===== config.mk =====
export PLATFORM = sky130hd
export DESIGN_NAME = pwr_sleep_ctl
export DESIGN_NICKNAME = d
export VERILOG_FILES = /design/src/rtl/pwr_sleep_pkg.sv /design/src/rtl/wake_filter.sv /design/src/rtl/sleep_seq.sv /design/src/rtl/pwr_sleep_ctl.sv
export SDC_FILE = /design/constraint.sdc
export NUM_CORES = 1
export LEC_CHECK = 0
export ABC_AREA = 1
export BUFFER_PORTS_ARGS = -buffer_cell sky130_fd_sc_hd__clkbuf_2
export CAP_MARGIN = 20
export CORE_AREA = 2 2 287 289
export DETAILED_ROUTE_END_ITERATION = 16
export DIE_AREA = 0 0 289 291
export SLEW_MARGIN = 15
export SYNTH_ARGS = -nofsm -noshare
export SYNTH_HDL_FRONTEND = slang
export SYNTH_HIERARCHICAL = 1
export SYNTH_SLANG_ARGS = --single-unit

===== constraint.sdc =====
create_clock -name clk -period 16.4 [get_ports clk]
set_clock_uncertainty 0.05 [all_clocks]
set_input_delay 1.64 -clock clk [delete_from_list [all_inputs] [get_ports clk]]
set_output_delay 1.64 -clock clk [all_outputs]
set_load 0.005 [all_outputs]

===== src/rtl/pwr_sleep_pkg.sv =====
package pwr_sleep_pkg;

    typedef enum logic [1:0] {
        ST_ON   = 2'd0,
        ST_DOWN = 2'd1,
        ST_WAKE = 2'd2
    } pwr_state_e;

    typedef enum logic [1:0] {
        W_CTRL = 2'd0,
        W_MODE = 2'd1,
        W_STAT = 2'd2,
        W_WUIR = 2'd3
    } reg_word_e;

    localparam logic [7:0] SHUT_KEY     = 8'hA5;
    localparam int         KEY_LSB      = 24;
    localparam int         SEL_LSB      = 24;
    localparam int         SEL_W        = 3;
    localparam int         RTC_EN_BIT   = 17;
    localparam int         POL_LSB      = 16;
    localparam int         RTC_STAT_BIT = 5;
    localparam int         PIN_STAT_LSB = 16;

    // debounce length in slow-clock edges for a selector value
    function automatic logic [31:0] dbc_len(input logic [SEL_W-1:0] sel);
        case (sel)
            3'd0:    return 32'd0;
            3'd1:    return 32'd3;
            3'd2:    return 32'd32;
            3'd3:    return 32'd512;
            3'd4:    return 32'd4096;
            default: return 32'd32768;
        endcase
    endfunction

endpackage


===== src/rtl/wake_filter.sv =====
module wake_filter #(
    parameter int CNT_W = 16
) (
    input  logic             clk,
    input  logic             rst_n,
    input  logic             pin,
    input  logic             active_high,
    input  logic [CNT_W-1:0] limit,
    output logic             qual
);

    logic             active;
    logic [CNT_W-1:0] cnt_d, cnt_q;

    assign active = active_high ? pin : ~pin;

    always_comb begin
        cnt_d = '0;
        if (active) begin
            cnt_d = (cnt_q >= limit) ? limit : cnt_q + 1'b1;
        end
    end

    assign qual = (limit == '0) ? active : (cnt_q >= limit);

    always_ff @(posedge clk or negedge rst_n) begin
        if (!rst_n) cnt_q <= '0;
        else        cnt_q <= cnt_d;
    end

    // an inactive edge clears the run length
    p_restart_r7: assert property (@(posedge clk) disable iff (!rst_n)
        !active |=> (cnt_q == '0));

    // the count never runs past the window it was sampled against
    p_sat_r6: assert property (@(posedge clk) disable iff (!rst_n)
        active |=> (cnt_q <= $past(limit)));

endmodule


===== src/rtl/sleep_seq.sv =====
module sleep_seq
    import pwr_sleep_pkg::*;
#(
    parameter int NUM_PINS = 16
) (
    input  logic                clk,
    input  logic                rst_n,
    input  logic                shut_cmd,
    input  logic [NUM_PINS-1:0] pin_hits,
    input  logic                rtc_hit,
    input  logic                clr_status,
    output logic                supply_en,
    output logic [NUM_PINS-1:0] stat_pins,
    output logic                stat_rtc
);

    typedef struct packed {
        pwr_state_e          state;
        logic [NUM_PINS-1:0] pins;
        logic                rtc;
    } seq_t;

    seq_t seq_d, seq_q;
    logic wake_now;

    assign wake_now = (seq_q.state == ST_DOWN) && ((|pin_hits) || rtc_hit);

    always_comb begin
        seq_d = seq_q;
        if (clr_status) begin
            seq_d.pins = '0;
            seq_d.rtc  = 1'b0;
        end
        case (seq_q.state)
            ST_ON: begin
                if (shut_cmd) seq_d.state = ST_DOWN;
            end
            ST_DOWN: begin
                if (wake_now) begin
                    seq_d.state = ST_WAKE;
                    seq_d.pins  = seq_d.pins | pin_hits;
                    seq_d.rtc   = seq_d.rtc | rtc_hit;
                end
            end
            default: seq_d.state = ST_ON;
        endcase
    end

    always_ff @(posedge clk or negedge rst_n) begin
        if (!rst_n) begin
            seq_q.state <= ST_ON;
            seq_q.pins  <= '0;
            seq_q.rtc   <= 1'b0;
        end else begin
            seq_q <= seq_d;
        end
    end

    assign supply_en = (seq_q.state != ST_DOWN);
    assign stat_pins = seq_q.pins;
    assign stat_rtc  = seq_q.rtc;

    // a qualified source in shutdown restores supply and records a cause
    p_wake_r8: assert property (@(posedge clk) disable iff (!rst_n)
        ((seq_q.state == ST_DOWN) && (|pin_hits)) |=> (supply_en && (|seq_q.pins)));

    // RTC alarm wake sets its status flag
    p_rtc_r9: assert property (@(posedge clk) disable iff (!rst_n)
        ((seq_q.state == ST_DOWN) && rtc_hit) |=> (supply_en && seq_q.rtc));

    // new pin status bits appear only out of shutdown
    p_src_r10: assert property (@(posedge clk) disable iff (!rst_n)
        (|(seq_q.pins & ~$past(seq_q.pins))) |-> ($past(seq_q.state) == ST_DOWN));

    // the wake state lasts a single edge
    p_wake_one_r12: assert property (@(posedge clk) disable iff (!rst_n)
        (seq_q.state == ST_WAKE) |=> (seq_q.state == ST_ON));

endmodule


===== src/rtl/pwr_sleep_ctl.sv =====
module pwr_sleep_ctl
    import pwr_sleep_pkg::*;
#(
    parameter int NUM_PINS = 16,
    parameter int CNT_W    = 16,
    parameter int DATA_W   = 32,
    parameter int ADDR_W   = 4
) (
    input  logic                clk,
    input  logic                rst_n,
    input  logic                bus_wr,
    input  logic                bus_rd,
    input  logic [ADDR_W-1:0]   bus_addr,
    input  logic [DATA_W-1:0]   bus_wdata,
    output logic [DATA_W-1:0]   bus_rdata,
    input  logic [NUM_PINS-1:0] wake_pin,
    input  logic                rtc_alarm,
    output logic                supply_en
);

    localparam int WORD_LSB = 2;

    typedef struct packed {
        logic [SEL_W-1:0]    sel;
        logic                rtc_en;
        logic [NUM_PINS-1:0] en;
        logic [NUM_PINS-1:0] pol;
    } cfg_t;

    cfg_t                cfg_d, cfg_q;
    reg_word_e           word;
    logic                shut_cmd;
    logic                clr_status;
    logic [31:0]         len_full;
    logic [CNT_W-1:0]    limit;
    logic [NUM_PINS-1:0] qual;
    logic [NUM_PINS-1:0] pin_hits;
    logic                rtc_hit;
    logic [NUM_PINS-1:0] stat_pins;
    logic                stat_rtc;

    assign word       = reg_word_e'(bus_addr[WORD_LSB +: 2]);
    assign shut_cmd   = bus_wr && (word == W_CTRL) &&
                        (bus_wdata[KEY_LSB +: 8] == SHUT_KEY) && bus_wdata[0];
    assign clr_status = bus_rd && (word == W_STAT);

    always_comb begin
        cfg_d = cfg_q;
        if (bus_wr) begin
            case (word)
                W_MODE: begin
                    cfg_d.sel    = bus_wdata[SEL_LSB +: SEL_W];
                    cfg_d.rtc_en = bus_wdata[RTC_EN_BIT];
                end
                W_WUIR: begin
                    cfg_d.en  = bus_wdata[NUM_PINS-1:0];
                    cfg_d.pol = bus_wdata[POL_LSB +: NUM_PINS];
                end
                default: ;
            endcase
        end
    end

    always_ff @(posedge clk or negedge rst_n) begin
        if (!rst_n) cfg_q <= '0;
        else        cfg_q <= cfg_d;
    end

    assign len_full = dbc_len(cfg_q.sel);
    assign limit    = len_full[CNT_W-1:0];

    for (genvar g = 0; g < NUM_PINS; g++) begin : g_pin
        wake_filter #(.CNT_W(CNT_W)) filt_i (
            .clk         (clk),
            .rst_n       (rst_n),
            .pin         (wake_pin[g]),
            .active_high (cfg_q.pol[g]),
            .limit       (limit),
            .qual        (qual[g])
        );
    end

    assign pin_hits = qual & cfg_q.en;
    assign rtc_hit  = cfg_q.rtc_en & rtc_alarm;

    sleep_seq #(.NUM_PINS(NUM_PINS)) seq_i (
        .clk        (clk),
        .rst_n      (rst_n),
        .shut_cmd   (shut_cmd),
        .pin_hits   (pin_hits),
        .rtc_hit    (rtc_hit),
        .clr_status (clr_status),
        .supply_en  (supply_en),
        .stat_pins  (stat_pins),
        .stat_rtc   (stat_rtc)
    );

    always_comb begin
        bus_rdata = '0;
        case (word)
            W_MODE: begin
                bus_rdata[SEL_LSB +: SEL_W] = cfg_q.sel;
                bus_rdata[RTC_EN_BIT]       = cfg_q.rtc_en;
            end
            W_STAT: begin
                bus_rdata[PIN_STAT_LSB +: NUM_PINS] = stat_pins;
                bus_rdata[RTC_STAT_BIT]             = stat_rtc;
            end
            W_WUIR: begin
                bus_rdata[NUM_PINS-1:0]       = cfg_q.en;
                bus_rdata[POL_LSB +: NUM_PINS] = cfg_q.pol;
            end
            default: ;
        endcase
    end

    // supply only drops right after a correctly keyed command
    p_key_gate_r2: assert property (@(posedge clk) disable iff (!rst_n)
        $fell(supply_en) |-> $past(bus_wr && (bus_addr[WORD_LSB +: 2] == 2'd0) &&
                                   (bus_wdata[KEY_LSB +: 8] == SHUT_KEY) && bus_wdata[0]));

    // a badly keyed control write leaves a running supply on
    p_bad_key_r3: assert property (@(posedge clk) disable iff (!rst_n)
        (bus_wr && (bus_addr[WORD_LSB +: 2] == 2'd0) && supply_en &&
         ((bus_wdata[KEY_LSB +: 8] != SHUT_KEY) || !bus_wdata[0])) |=> supply_en);

endmodule


==> run_results.csv <==
group,metric,value,unit
status,status,"finished clean",
place,dp_hpwl,51900,um
power_and_ir_drop,vdd.ir_drop.worst,0.0000875,V
place,routabilityCongestion,0.850,
clock_network,cts_hold_buffers,0,
yosys,seq_area_frac_synth,0.277,
worst_setup_path,required,16790,ps
floorplan,core_area,81200,um2
yosys,yosysWarnings,6,
floorplan,rows,105,
sta,final.period_utilization,0.356,
routing,vias,25454,
yosys,ys_async_sr_fraction,1.00,
routing,postRouteAntennaNets,0,
yosys,synth_cell_type_count,32,
worst_setup_path,cp_slowest_stage_delay,630,ps
sta,finalCriticalPeriod,5830,ps
yosys,synth_cells,4112,
worst_setup_path,crit_slowest_cell,"buf_4",
global_route,grt_max_degree,109,
yosys,netlist_area,28100,um2
worst_setup_path,critPathMostFrequentCell,"nand2_1",
min_path,whs_path_depth,2,
routing,drt-initial-drc-count,1674,
place,io_buffer_count,87,
worst_setup_path,path_class,"reg2reg",
clock_network,insertion_delay,560,ps
finish,diodes,0,
power_and_ir_drop,comb_power_share,0.515,
clock_network,cts_tree,"yes",
worst_setup_path,end_kind,"flop",
finish,area_growth,12.4,%
clock_network,cts_root_buffer,"clkbuf_16",
worst_setup_path,worstPathMaxFanout,53,
worst_setup_path,cp_num_buf_inv,5,
floorplan,die-area,84100,um2
clock_network,cts_inserted_buffers,40,
sta,holdWs,430,ps
global_route,grt_pass1_wl,123000,um
finish,n_fill_cell,8691,
sta,drv_slew,0,
routing,drcViolationCount,0,
clock_network,cts-resized-gates,0,
global_route,grt-ovfl-total,0,
finish,final_nets,4859,
routing,firstDrtPassIters,7,
floorplan,io_pins,90,
power_and_ir_drop,p_sw_frac,0.461,
clock_network,clockBufferDepth,3,
clock_network,cts_setup_buffers,0,
floorplan,die_w,289,um
global_route,grt_pass1_vias,24112,
floorplan,dieHeight,291,um
sta,max_slew_margin,0.299,
worst_setup_path,crit_cells,24,
job,maxCapViolations,0,
routing,wirelength,73400,um
finish,drive_gt1_frac,0.0709,
clock_network,cts.sinks,311,
sta,fmax,0.172,GHz
routing,avgRoutedWirePerCell,13.0,um
power_and_ir_drop,p_sw,0.00223,W
floorplan,start_util,0.347,
power_and_ir_drop,p_per_area,153,nW/um2
worst_setup_path,path_cells,"inv_1 > nor3_2 > buf_4 > buf_4 > inv_1 > ha_1 > nand2_1 > nor2_1 > nand2_1 > nand2_1 > nor2_1 > nand2_1 > nand2_2 > nand2_1 > nand2_1 > o21ai_0 > nand2_1 > inv_1 > nor2_1 > nand2_1 > nor2_2 > nand2_2 > nand3_1 > nand2_1",
sta,hold_violations,0,
routing,viasPerCell,4.52,
sta,grt_setup_unrepaired,"no",
power_and_ir_drop,cellLeakagePower,16.2,nW
min_path,hp-class,"reg2reg",
yosys,synth_edf_count,0,
power_and_ir_drop,seq_power_share,0.290,
sta,finalSetupViolations,0,
yosys,synthFlopType,"dfrtp_1",
sta,fin_setup_tns,0,ps
power_and_ir_drop,p_int,0.00261,W
yosys,avgSynthCellArea,6.84,um2
global_route,antenna_found_initial,2,
worst_setup_path,cp-start-kind,"flop",
worst_setup_path,cpLargestDelayFamily,"simple AND/OR/NAND/NOR gates",
worst_setup_path,rr_worst_depth,24,
global_route,grt_use_total,0.178,
clock_network,clk_pin_slew,60,ps
worst_setup_path,worstPathArrival,6220,ps
power_and_ir_drop,clkPwrFrac,0.195,
sta,worstMarginPinSlew,1050,ps
clock_network,h-tree-depth,2,
yosys,ys_seq_elements,311,
cell usage in the layout, fill, tap and decap left out, drive strengths merged, types with 16 or more instances in the layout:
cell,n
nand2,1258
nor2,670
inv,494
conb,384
dfrtp,311
ha,272
nand3,257
a21oi,227
clkbuf,146
xor2,112
nand4,81
nand3b,80
xnor2,64
nor4,64
o21ai,37
nor3,36
buf,35
o21bai,16
Yosys cell counts, types with 6 or more instances:
cell type | count | share of area
nand3_2 | 49 | 0.017
o21ai_0 | 35 | 0.0062
buf_2 | 6 | 0.0011
buf_8 | 16 | 0.0085
nand2_2 | 35 | 0.0078
nor2_2 | 51 | 0.011
nor3_1 | 36 | 0.0064
nand3b_1 | 80 | 0.021
o21bai_1 | 16 | 0.0043
a21oi_1 | 226 | 0.040
nand2_1 | 1222 | 0.16
xnor2_1 | 64 | 0.020
nor2_1 | 619 | 0.083
nand3_1 | 208 | 0.037
xor2_1 | 112 | 0.035
inv_1 | 493 | 0.066
buf_4 | 20 | 0.0053
buf_6 | 66 | 0.026
nand4_1 | 81 | 0.018
clkbuf_8 | 16 | 0.0078
ha_1 | 272 | 0.12
nor4_1 | 64 | 0.014
dfrtp_1 | 311 | 0.28
cell type report:
type                    count  area, um2  area share
clock inverters            10        186     0.00589
well taps                1070       1340      0.0423
clock buffers              60       1180      0.0372
repair buffers            121        713      0.0225
flip-flops and latches    311       7780       0.246
inverters                 496       1870      0.0590
multi-input cells        3560      18600       0.587
per-layer routing:
layer  vias to the layer above  part of all wire  GRT usage
met3                        70             0.044     0.0234
met1                     11480              0.50      0.258
met5                         -           0.00019          0
met2                       382              0.44      0.282
met4                         2             0.016     0.0361
li1                      13520                 -          -
through the flow:
stage | utilization | cells | setup WS (ps) | instance area, um2 | total power, W
finish | 0.390 | 5628 | 10570 | 31600 | 0.00484
global route | 0.390 | 5628 | 10060 | 31600 | 0.00538
CTS | 0.389 | 5627 | 10620 | 31600 | 0.00488
detailed placement | 0.373 | 5557 | 10650 | 30200 | 0.00390
global placement | 0.373 | 5557 | 10710 | 30200 | 0.00385
floorplan | - | 4495 | 8550 | 29600 | 0.00348
flip-flops by register name, summed over array words and instances, names as in the netlist:
signal	flops
seq_i/stat_rtc	1
seq_i/seq_q	2
seq_i/stat_pins	16
cfg_q	36
g_pin.filt_i/cnt_q	256
tightest hold or removal path, delay by kind of cell (launching register included):
family           cells  cell delay [ps]
and+or+nand+nor      2              110
DFF                  1              340
cell families (layout without fill, tap and decap cells):
logic type / count (synthesis) / after routing / synth area share
compound gates: 281 / 281 / 0.0519
xor+xnor: 176 / 176 / 0.0548
fa+ha+maj: 272 / 272 / 0.121
buf+inv: 624 / 687 / 0.116
flops: 311 / 311 / 0.277
other cells: 1 / 384 / 0.000133
simple gates: 2447 / 2447 / 0.380
final timing paths:
check | start | endpoint | slack, ps
max in group asynchronous | rst_n | cfg_q[18]$_DFFE_PN0P_ | 12750
worst max-delay path | cfg_q[33]$_DFFE_PN0P_ | seq_i/stat_pins[2]$_DFF_PN0_ | 10570
worst max register to register | cfg_q[33]$_DFFE_PN0P_ | seq_i/stat_pins[2]$_DFF_PN0_ | 10570
worst min register to register | seq_i/stat_pins[14]$_DFF_PN0_ | seq_i/stat_pins[14]$_DFF_PN0_ | 430
min in group asynchronous | rst_n | g_pin[13].filt_i/cnt_q[10]$_DFF_PN0_ | 1090
worst min-delay path | seq_i/stat_pins[14]$_DFF_PN0_ | seq_i/stat_pins[14]$_DFF_PN0_ | 430
power by group through the flow:
stage	registers [W]	logic (W)	clock network (W)
floorplan	0.00130	0.00218	0
global placement	0.00141	0.00244	0
detailed placement	0.00142	0.00248	0
CTS	0.00141	0.00250	0.000971
global route	0.00146	0.00293	0.00100
finish	0.00141	0.00249	0.000944
(Power assumes the default switching activity.)
